**src/rtl/screen_pkg.sv**
```systemverilog
package screen_pkg;

  localparam int unsigned BUS_BYTES = 4;
  localparam int unsigned BUS_BITS  = BUS_BYTES * 8;

  typedef enum logic [2:0] {
    REQ_WR_FULL = 3'b000,
    REQ_WR_PART = 3'b001,
    REQ_RD      = 3'b100
  } req_op_e;

  typedef enum logic [2:0] {
    RSP_ACK      = 3'b000,
    RSP_ACK_DATA = 3'b001
  } rsp_op_e;

  // Byte lanes touched by an access, from the address low bits and size.
  function automatic logic [BUS_BYTES-1:0] lanes_of(input logic [1:0] lo,
                                                    input logic [1:0] sz);
    logic [BUS_BYTES-1:0] l;
    case (sz)
      2'd0:    l = 4'b0001 << lo;
      2'd1:    l = lo[1] ? 4'b1100 : 4'b0011;
      2'd2:    l = 4'b1111;
      default: l = 4'b0000;
    endcase
    return l;
  endfunction

  // True when the set bits form one unbroken run (empty counts as a run).
  function automatic logic is_run(input logic [BUS_BYTES-1:0] m);
    logic [BUS_BYTES-1:0] x;
    x = m;
    for (int k = 0; k < BUS_BYTES; k++) begin
      if (x != '0 && !x[0]) x = x >> 1;
    end
    return (x & BUS_BYTES'(x + 1'b1)) == '0;
  endfunction

  function automatic logic op_known(input logic [2:0] op);
    return op == REQ_WR_FULL || op == REQ_WR_PART || op == REQ_RD;
  endfunction

endpackage

```
**src/rtl/screen_rules.sv**
```systemverilog
module screen_rules
  import screen_pkg::*;
#(
  parameter int unsigned SIZE_W       = 2,
  parameter bit          CONTIG_CHECK = 1'b1,
  parameter bit          REG_ONLY     = 1'b0
) (
  input  logic [2:0]           opcode_i,
  input  logic [SIZE_W-1:0]    size_i,
  input  logic [1:0]           addr_lo_i,
  input  logic [BUS_BYTES-1:0] mask_i,
  input  logic                 miss_i,
  output logic                 err_opcode_o,
  output logic                 err_size_o,
  output logic                 err_lane_o,
  output logic                 err_full_o,
  output logic                 err_contig_o,
  output logic                 err_region_o,
  output logic                 err_align_o,
  output logic                 bad_o
);
  localparam logic [SIZE_W-1:0] MAX_SIZE = SIZE_W'(2);

  logic [BUS_BYTES-1:0] active;
  logic                 size_ok;

  assign size_ok      = size_i <= MAX_SIZE;
  assign active       = lanes_of(addr_lo_i, size_i[1:0]);
  assign err_opcode_o = !op_known(opcode_i);
  assign err_size_o   = !size_ok;
  assign err_lane_o   = size_ok && ((mask_i & ~active) != '0);
  assign err_full_o   = (opcode_i == REQ_WR_FULL) && ((mask_i & active) != active);
  assign err_region_o = miss_i;

  generate
    if (CONTIG_CHECK) begin : g_contig
      assign err_contig_o = !is_run(mask_i);
    end else begin : g_no_contig
      assign err_contig_o = 1'b0;
    end
    if (REG_ONLY) begin : g_reg
      assign err_align_o = (size_i != MAX_SIZE) || (addr_lo_i != 2'b00);
    end else begin : g_any
      assign err_align_o = 1'b0;
    end
  endgenerate

  assign bad_o = err_opcode_o | err_size_o | err_lane_o | err_full_o |
                 err_contig_o | err_region_o | err_align_o;
endmodule

```
**src/rtl/screen_errslot.sv**
```systemverilog
module screen_errslot
  import screen_pkg::*;
#(
  parameter int unsigned SIZE_W = 2,
  parameter int unsigned SRC_W  = 8
) (
  input  logic              clk_i,
  input  logic              rst_ni,
  input  logic              capture_i,
  input  logic              cap_read_i,
  input  logic [SIZE_W-1:0] cap_size_i,
  input  logic [SRC_W-1:0]  cap_source_i,
  input  logic              take_i,
  output logic              full_o,
  output logic [2:0]        rsp_opcode_o,
  output logic [SIZE_W-1:0] rsp_size_o,
  output logic [SRC_W-1:0]  rsp_source_o
);
  logic              full_q;
  logic              read_q;
  logic [SIZE_W-1:0] size_q;
  logic [SRC_W-1:0]  source_q;

  always_ff @(posedge clk_i or negedge rst_ni) begin
    if (!rst_ni) begin
      full_q   <= 1'b0;
      read_q   <= 1'b0;
      size_q   <= '0;
      source_q <= '0;
    end else if (capture_i) begin
      full_q   <= 1'b1;
      read_q   <= cap_read_i;
      size_q   <= cap_size_i;
      source_q <= cap_source_i;
    end else if (take_i) begin
      full_q   <= 1'b0;
    end
  end

  assign full_o       = full_q;
  assign rsp_opcode_o = read_q ? RSP_ACK_DATA : RSP_ACK;
  assign rsp_size_o   = size_q;
  assign rsp_source_o = source_q;
endmodule

```
**src/rtl/screen_rspmux.sv**
```systemverilog
module screen_rspmux
  import screen_pkg::*;
#(
  parameter int unsigned SIZE_W = 2,
  parameter int unsigned SRC_W  = 8
) (
  input  logic                err_full_i,
  input  logic [2:0]          err_opcode_i,
  input  logic [SIZE_W-1:0]   err_size_i,
  input  logic [SRC_W-1:0]    err_source_i,
  input  logic                dev_valid_i,
  input  logic [2:0]          dev_opcode_i,
  input  logic [SIZE_W-1:0]   dev_size_i,
  input  logic [SRC_W-1:0]    dev_source_i,
  input  logic [BUS_BITS-1:0] dev_data_i,
  input  logic                dev_error_i,
  output logic                dev_ready_o,
  output logic                h_valid_o,
  input  logic                h_ready_i,
  output logic [2:0]          h_opcode_o,
  output logic [SIZE_W-1:0]   h_size_o,
  output logic [SRC_W-1:0]    h_source_o,
  output logic [BUS_BITS-1:0] h_data_o,
  output logic                h_error_o
);
  always_comb begin
    if (err_full_i) begin
      h_valid_o   = 1'b1;
      h_opcode_o  = err_opcode_i;
      h_size_o    = err_size_i;
      h_source_o  = err_source_i;
      h_data_o    = '0;
      h_error_o   = 1'b1;
      dev_ready_o = 1'b0;
    end else begin
      h_valid_o   = dev_valid_i;
      h_opcode_o  = dev_opcode_i;
      h_size_o    = dev_size_i;
      h_source_o  = dev_source_i;
      h_data_o    = dev_data_i;
      h_error_o   = dev_error_i;
      dev_ready_o = h_ready_i;
    end
  end
endmodule

```
**src/rtl/busreq_screen.sv**
```systemverilog
module busreq_screen
  import screen_pkg::*;
#(
  parameter int unsigned ADDR_W       = 32,
  parameter int unsigned SRC_W        = 8,
  parameter int unsigned SIZE_W       = 2,
  parameter bit          CONTIG_CHECK = 1'b1,
  parameter bit          REG_ONLY     = 1'b0
) (
  input  logic                 clk_i,
  input  logic                 rst_ni,
  input  logic                 a_valid_i,
  output logic                 a_ready_o,
  input  logic [2:0]           a_opcode_i,
  input  logic [SIZE_W-1:0]    a_size_i,
  input  logic [ADDR_W-1:0]    a_address_i,
  input  logic [SRC_W-1:0]     a_source_i,
  input  logic [BUS_BYTES-1:0] a_mask_i,
  input  logic [BUS_BITS-1:0]  a_data_i,
  input  logic                 addr_miss_i,
  output logic                 fw_valid_o,
  input  logic                 fw_ready_i,
  output logic [2:0]           fw_opcode_o,
  output logic [SIZE_W-1:0]    fw_size_o,
  output logic [ADDR_W-1:0]    fw_address_o,
  output logic [SRC_W-1:0]     fw_source_o,
  output logic [BUS_BYTES-1:0] fw_mask_o,
  output logic [BUS_BITS-1:0]  fw_data_o,
  input  logic                 dev_d_valid_i,
  output logic                 dev_d_ready_o,
  input  logic [2:0]           dev_d_opcode_i,
  input  logic [SIZE_W-1:0]    dev_d_size_i,
  input  logic [SRC_W-1:0]     dev_d_source_i,
  input  logic [BUS_BITS-1:0]  dev_d_data_i,
  input  logic                 dev_d_error_i,
  output logic                 d_valid_o,
  input  logic                 d_ready_i,
  output logic [2:0]           d_opcode_o,
  output logic [SIZE_W-1:0]    d_size_o,
  output logic [SRC_W-1:0]     d_source_o,
  output logic [BUS_BITS-1:0]  d_data_o,
  output logic                 d_error_o
);
  // Named events for the checker.
  logic              req_bad;
  logic              gate_open;
  logic              absorb;
  logic              err_take;
  logic              err_full;
  logic              err_opcode, err_size, err_lane, err_fullw;
  logic              err_contig, err_region, err_align;
  logic [2:0]        slot_opcode;
  logic [SIZE_W-1:0] slot_size;
  logic [SRC_W-1:0]  slot_source;

  screen_rules #(
    .SIZE_W      (SIZE_W),
    .CONTIG_CHECK(CONTIG_CHECK),
    .REG_ONLY    (REG_ONLY)
  ) u_rules (
    .opcode_i    (a_opcode_i),
    .size_i      (a_size_i),
    .addr_lo_i   (a_address_i[1:0]),
    .mask_i      (a_mask_i),
    .miss_i      (addr_miss_i),
    .err_opcode_o(err_opcode),
    .err_size_o  (err_size),
    .err_lane_o  (err_lane),
    .err_full_o  (err_fullw),
    .err_contig_o(err_contig),
    .err_region_o(err_region),
    .err_align_o (err_align),
    .bad_o       (req_bad)
  );

  assign gate_open  = !err_full;
  assign absorb     = a_valid_i && gate_open && req_bad;
  assign fw_valid_o = a_valid_i && gate_open && !req_bad;
  assign a_ready_o  = gate_open && (req_bad || fw_ready_i);
  assign err_take   = err_full && d_ready_i;

  assign fw_opcode_o  = a_opcode_i;
  assign fw_size_o    = a_size_i;
  assign fw_address_o = a_address_i;
  assign fw_source_o  = a_source_i;
  assign fw_mask_o    = a_mask_i;
  assign fw_data_o    = a_data_i;

  screen_errslot #(
    .SIZE_W(SIZE_W),
    .SRC_W (SRC_W)
  ) u_slot (
    .clk_i       (clk_i),
    .rst_ni      (rst_ni),
    .capture_i   (absorb),
    .cap_read_i  (a_opcode_i == REQ_RD),
    .cap_size_i  (a_size_i),
    .cap_source_i(a_source_i),
    .take_i      (err_take),
    .full_o      (err_full),
    .rsp_opcode_o(slot_opcode),
    .rsp_size_o  (slot_size),
    .rsp_source_o(slot_source)
  );

  screen_rspmux #(
    .SIZE_W(SIZE_W),
    .SRC_W (SRC_W)
  ) u_mux (
    .err_full_i  (err_full),
    .err_opcode_i(slot_opcode),
    .err_size_i  (slot_size),
    .err_source_i(slot_source),
    .dev_valid_i (dev_d_valid_i),
    .dev_opcode_i(dev_d_opcode_i),
    .dev_size_i  (dev_d_size_i),
    .dev_source_i(dev_d_source_i),
    .dev_data_i  (dev_d_data_i),
    .dev_error_i (dev_d_error_i),
    .dev_ready_o (dev_d_ready_o),
    .h_valid_o   (d_valid_o),
    .h_ready_i   (d_ready_i),
    .h_opcode_o  (d_opcode_o),
    .h_size_o    (d_size_o),
    .h_source_o  (d_source_o),
    .h_data_o    (d_data_o),
    .h_error_o   (d_error_o)
  );
endmodule

```
**config.mk**
```make
export PLATFORM = sky130hd
export DESIGN_NAME = busreq_screen
export DESIGN_NICKNAME = d
export VERILOG_FILES = /design/src/rtl/screen_pkg.sv /design/src/rtl/screen_rules.sv /design/src/rtl/screen_errslot.sv /design/src/rtl/screen_rspmux.sv /design/src/rtl/busreq_screen.sv
export SDC_FILE = /design/constraint.sdc
export NUM_CORES = 1
export LEC_CHECK = 0
export ABC_AREA = 1
export BUFFER_PORTS_ARGS = -buffer_cell sky130_fd_sc_hd__buf_2
export CORE_AREA = 4 4 101 103
export DETAILED_ROUTE_END_ITERATION = 10
export DIE_AREA = 0 0 105 107
export PLACE_DENSITY = 0.61
export SETUP_SLACK_MARGIN = 0.2
export SKIP_LAST_GASP = 1
export SLEW_MARGIN = 5
export SYNTH_ARGS = -nofsm -noshare
export SYNTH_HDL_FRONTEND = slang
export SYNTH_SLANG_ARGS = --single-unit
export TNS_END_PERCENT = 5
```
**constraint.sdc**
```tcl
create_clock -name clk_i -period 1.1 [get_ports clk_i]
set_input_delay 0.11 -clock clk_i [delete_from_list [all_inputs] [get_ports clk_i]]
set_output_delay 0.11 -clock clk_i [all_outputs]
set_load 0.02 [all_outputs]
```
==> impl_metrics.py, run 1 <==
metrics = {
    "place": {
        "dp_cells": 464,
        "gp_congestion": 0.750,
        "hpwl_mm": 5.19,
        "io_buffers": 140,
    },
    "route": {
        "first_pass_iters": 4,
        "post_drt_wl_per_cell_um": 12.7,
        "drc": 0,
        "drt_iter0_drc": 35,
        "viasPerCell": 3.97,
        "vias": 1868,
        "routed_wl_mm": 5.96,
        "drt.antenna.violating_nets": 0,
    },
    "clocking": {
        "path_clk_slew_ps": 50,
        "clkLatencyLatePin_ps": 240,
        "cts_tree": "yes",
        "cts_setup_buffers": 0,
        "cts-root-to-sink-buffers": 2,
        "root_buffer": "clkbuf_8",
        "cts_buffers": 3,
        "cts_sinks": 12,
        "htree_levels": 1,
    },
    "global_route": {
        "grt_pass1_wl_mm": 8.76,
        "gr-total-overflow": 0,
        "grt_pass1_vias": 1855,
        "grt_max_degree": 30,
        "antenna_found_initial": 0,
        "track_usage_pct": 9.44,
    },
    "floorplanning": {
        "start_util_pct": 18.6,
        "core-area_mm2": 0.00920,
        "die_h_um": 107,
        "die_w_um": 105,
        "fp-row-count": 35,
        "pin_count": 265,
        "die-area_mm2": 0.0112,
    },
    "setup_path": {
        "critPathLaunchType": "register",
        "crit_path_end_kind": "primary output",
        "worst-path-max-fanout": 14,
        "criticalPathCategory": "reg2out",
        "critPathArrivalTime_ps": 1320,
        "cp.required_ps": 990,
    },
    "synth": {
        "synth_edf_count": 0,
        "synth_area_leaders": "buf_4, dfrtp_1, nand2_1, nor2_1, inv_1",
        "synth_top_area_cell": "buf_4",
        "syn-mean-instance-area_um2": 5.90,
        "netlist.area_leader.share_pct": 35.6,
        "synthArstFlopShare_pct": 100,
        "synth_seq_area_share_pct": 17.6,
        "synth_warnings": 0,
        "synth_cell_type_count": 19,
        "synth_area_mm2": 0.00171,
        "ys_ff_latch": 12,
        "synth_common_cells": "buf_4, nand2_1, nor2_1",
        "synthCells": 290,
        "yosysMostFrequentCell": "buf_4",
        "synthFlopType": "dfrtp_1",
        "synth_fp_nets": 424,
    },
    "cells_and_area": {
        "drive_above_1_share_pct": 60.0,
        "fin_cells": 471,
        "area_growth_syn_to_layout_pct": 44.9,
        "diodes": 0,
        "nets": 495,
        "utilization_pct": 27.0,
    },
    "timing": {
        "hold_violations": 0,
        "setup_ws_ps": -330,
        "finalMaxSlewViolations": 0,
        "min_period_over_period_pct": 130,
        "maxSlewHeadroom_pct": 81.2,
        "finalClockSkew_ps": 0.359,
        "fmax_ghz": 0.699,
        "tightest_slew_ps": 282,
        "min_period_ps": 1430,
        "setup_violations": 62,
        "rsz0062_at_grt": "yes",
    },
    "pwr": {
        "p_per_area_mw_per_mm2": 1120,
        "ir_drop_uv": 324,
        "p_leak_nw": 1.47,
    },
    "flow_run": {
        "drv_cap": 0,
    },
    "status": {
        "status": "finished, violations left",
        "violations": "negative setup slack",
    },
    "hold_path": {
        "hp-class": "in2reg",
    },
}
-- timing repair --
action	CTS	global route
cloned	0	2
pin swaps	0	2
endpoints found under the setup margin	62	62
hold buffers	1	0
endpoints found under the hold margin	12	0
resized for setup	1	11
-- cells by family (layout without fill, tap and decap cells) --
group                  after synthesis  count (layout)  synth area share (%)
DFF                                 12              12                  17.6
AOI/OAI and AO/OA                    3               3                  1.10
buffers and inverters              132             202                  47.3
and+or+nand+nor                    143             143                  34.1
-- registers in the layout, summed over array words and instances, names as in the netlist --
name / cells
u_slot.rsp_source_o: 8
u_slot.rsp_size_o: 2
u_slot.full_o: 1
u_slot.read_q: 1
-- cell usage in the layout, fill, tap and decap left out, drive strengths merged --
master,netlist,layout
buf,83,153
nand2,74,74
nor2,48,48
inv,41,41
nand3,15,15
dfrtp,12,12
clkbuf,8,7
or2,2,2
nor3,2,2
o21ai,2,2
nand3b,1,1
a21oi,1,1
nor3b,1,1
dlygate4sd3,0,1
-- through the flow --
step | instance area, µm² | power, mW | setup TNS [ps] | hold WS, ps | setup slack [ps]
floorplan | 2070 | 2.11 | 0 | -186 | 21.3
global placement | 2340 | 2.27 | -4000 | 1.76 | -228
detailed placement | 2340 | 2.29 | -4540 | 7.06 | -258
CTS | 2400 | 2.74 | -17090 | 93.0 | -350
global route | 2480 | 3.00 | -21290 | 107 | -384
finish | 2480 | 2.79 | -17110 | 85.0 | -330
-- power by group --
group	switching [mW]	leakage [nW]	internal (mW)
logic	1.02	1.30	0.729
registers	0.0765	0.148	0.542
clock network	0.162	0.0228	0.255
-- worst max-delay path, stage by stage, from the launching register on --
cell and delay, ps:
dfrtp_4 560, clkbuf_16 240, nor2_4 110, buf_2 160
-- metal layers --
layer	track usage [%]	up-vias	wire length, µm
li1	-	908	-
met1	8.26	806	1810
met2	19.4	149	3350
met3	4.09	5	758
met4	2.25	0	51
met5	0	-	0
-- area by class of cell --
type | count | area [µm²]
Clock buffer | 4 | 45.0
Fill cell | 1023 | 6720
Inverter | 41 | 154
Multi-Input combinational cell | 146 | 896
Sequential cell | 12 | 304
Tap cell | 111 | 139
Timing Repair Buffer | 157 | 941
-- final timing paths --
| path | end | slack [ps] | depth (start not counted) | from |
|---|---|---|---|---|
| min in group asynchronous | u_slot.rsp_source_o[0]$_DFFE_PN0P_ | 290 | 2 | rst_ni |
| min reg2reg | u_slot.rsp_source_o[2]$_DFFE_PN0P_ | 470 | 2 | u_slot.rsp_source_o[2]$_DFFE_PN0P_ |
| max in group asynchronous | u_slot.full_o$_DFFE_PN0P_ | 570 | 2 | rst_ni |
| max | d_data_o[12] | -330 | 3 | u_slot.full_o$_DFFE_PN0P_ |
| min | u_slot.full_o$_DFFE_PN0P_ | 80 | 2 | d_ready_i |
| max reg2reg | u_slot.rsp_source_o[1]$_DFFE_PN0P_ | -190 | 5 | u_slot.full_o$_DFFE_PN0P_ |
Power figures use the tool's default switching activity.
==> run 2: changes to the inputs <==
Settings changed: SKIP_LAST_GASP 1 to unset.
==> run 2 against run 1 <==
Effect of this change:
- the run still ends with negative setup slack left
- critical endpoint is now d_data_o[22]
- global-route usage rose by 0.20 points
- sequential share of layout area decreased by 1.8 points
- utilization grew 4.6 points
- routed wire length up 7.2%
- via count grew 2.2%
- clock power about the same
- combinational power rose by 27%
- sequential cell count did not move
- cell count rose by 1.3%
==> impl_metrics.py, run 2 (same netlist as run 1, synthesis figures left out) <==
metrics = {
    "status": {
        "status": "finished, violations left",
        "violations": "negative setup slack",
    },
    "global_route": {
        "antenna_found_initial": 0,
        "track_usage_pct": 9.65,
        "grt_pass1_wl_mm": 8.94,
        "grt_max_degree": 30,
        "grt_pass1_vias": 1878,
        "gr-total-overflow": 0,
    },
    "cells_and_area": {
        "nets": 501,
        "final_common_cell": "buf_2",
        "final_cell_mix": "buf_2, nand2_1, buf_6, inv_1, nor2_4",
        "drive_above_1_share_pct": 63.7,
        "diodes": 0,
        "final.fill_count": 972,
        "fin_cells": 477,
        "area_growth_syn_to_layout_pct": 69.6,
        "largest_register_ffs": 8,
    },
    "setup_path": {
        "endpoint": "d_data_o[22]",
        "r2r_cells": 6,
        "critPathArrivalTime_ps": 1310,
        "cp-startpoint": "u_slot.full_o$_DFFE_PN0P_",
        "worst-path-max-fanout": 7,
        "critPathLaunchType": "register",
        "r2r_slack_ps": -230,
        "criticalPathCategory": "reg2out",
        "r2r_end": "u_slot.rsp_source_o[3]$_DFFE_PN0P_",
        "cp.required_ps": 990,
        "crit_path_end_kind": "primary output",
        "regToRegStartpoint": "u_slot.full_o$_DFFE_PN0P_",
    },
    "timing": {
        "setup_violations": 62,
        "maxSlewHeadroom_pct": 81.2,
        "min_period_ps": 1420,
        "finalClockSkew_ps": 0.362,
        "rsz0062_at_grt": "yes",
        "hold_ws_ps": 70.8,
        "fmax_ghz": 0.706,
        "min_period_over_period_pct": 129,
        "hold_violations": 0,
        "setup_ws_ps": -316,
        "tightest_slew_ps": 283,
        "finalMaxSlewViolations": 0,
        "setup_tns_ps": -16470,
    },
    "pwr": {
        "p_leak_nw": 1.59,
        "p_per_area_mw_per_mm2": 1120,
        "fin_total_pwr_mw": 3.26,
        "ir_drop_uv": 347,
    },
    "clocking": {
        "path_clk_slew_ps": 50,
        "htree_levels": 1,
        "clkLatencyLatePin_ps": 240,
        "cts_buffers": 3,
        "cts-root-to-sink-buffers": 2,
        "cts_tree": "yes",
        "cts_sinks": 12,
        "root_buffer": "clkbuf_8",
    },
    "place": {
        "gp_congestion": 0.750,
        "io_buffers": 140,
        "hpwl_mm": 5.19,
        "dp_cells": 464,
    },
    "floorplanning": {
        "start_util_pct": 18.6,
        "die-area_mm2": 0.0112,
        "die_w_um": 105,
        "fp-row-count": 35,
        "pin_count": 265,
        "core-area_mm2": 0.00920,
        "die_h_um": 107,
    },
    "route": {
        "viasPerCell": 4.00,
        "post_drt_wl_per_cell_um": 13.4,
        "drt.antenna.violating_nets": 0,
        "vias": 1910,
        "first_pass_iters": 4,
        "drc": 0,
        "drt_iter0_drc": 46,
        "routed_wl_mm": 6.39,
    },
    "flow_run": {
        "drv_cap": 0,
    },
    "hold_path": {
        "hp-class": "in2reg",
    },
}
## run 2: area by class of cell
| type | count | area [µm²] | share of cell area (%) |
|---|---|---|---|
| Multi-Input combinational cell | 146 | 962 | 33.2 |
| Tap cell | 111 | 139 | 4.79 |
| Clock buffer | 4 | 45.0 | 1.55 |
| Sequential cell | 12 | 304 | 10.5 |
| Timing Repair Buffer | 163 | 1300 | 44.7 |
| Inverter | 41 | 154 | 5.31 |
## run 2: how the worst min path moves through the flow
| stage | slack (ps) | cells after the start | endpoint | start |
|---|---|---|---|---|
| after floorplan | -190 | 0 | u_slot.full_o$_DFFE_PN0P_ | rst_ni |
| after global placement | 2 | 1 | u_slot.rsp_source_o[0]$_DFFE_PN0P_ | rst_ni |
| after detailed placement | 7 | 1 | u_slot.rsp_source_o[0]$_DFFE_PN0P_ | rst_ni |
| after CTS | 90 | 2 | u_slot.full_o$_DFFE_PN0P_ | d_ready_i |
| after global routing | 70 | 2 | u_slot.full_o$_DFFE_PN0P_ | d_ready_i |
| final | 70 | 2 | u_slot.full_o$_DFFE_PN0P_ | d_ready_i |
## run 2: what timing repair did
item	in CTS	in global routing
setup buffers	0	5
resized for setup	58	70
pin swaps	18	10
endpoints found under the hold margin	12	0
hold buffers	1	0
cloned	0	3
endpoints found under the setup margin	62	62
## run 2: report_power, final
group	switching (mW)	leakage [nW]	total [mW]	internal, mW
Sequential	0.0741	0.148	0.616	0.542
Combinational	1.15	1.42	2.22	1.07
Clock	0.161	0.0228	0.417	0.255
Total	1.39	1.59	3.26	1.87
## run 2: worst max-delay path: stages, from the launching register on
cell	delay [ps]
dfrtp_4	520
buf_6	150
clkbuf_16	170
nor2_4	100
buf_6	120
## run 2: metrics by stage
stage          utilization (%)  setup WS [ps]  instance area [µm²]
2_1_floorplan                -           21.3                 2070
3_3_place_gp              25.4           -228                 2340
3_5_place_dp              25.4           -258                 2340
4_1_cts                   28.0           -342                 2580
5_1_grt                   31.5           -375                 2900
6_report                  31.5           -316                 2900
## run 2: per-layer routing
metal  GRT usage [%]  vias to the layer above  wire length [µm]
met1            8.19                      832              1860
met3            4.15                        7               758
li1                -                      918                 -
met5               0                        -                 0
met4            2.25                        0                72
met2            20.2                      153              3710
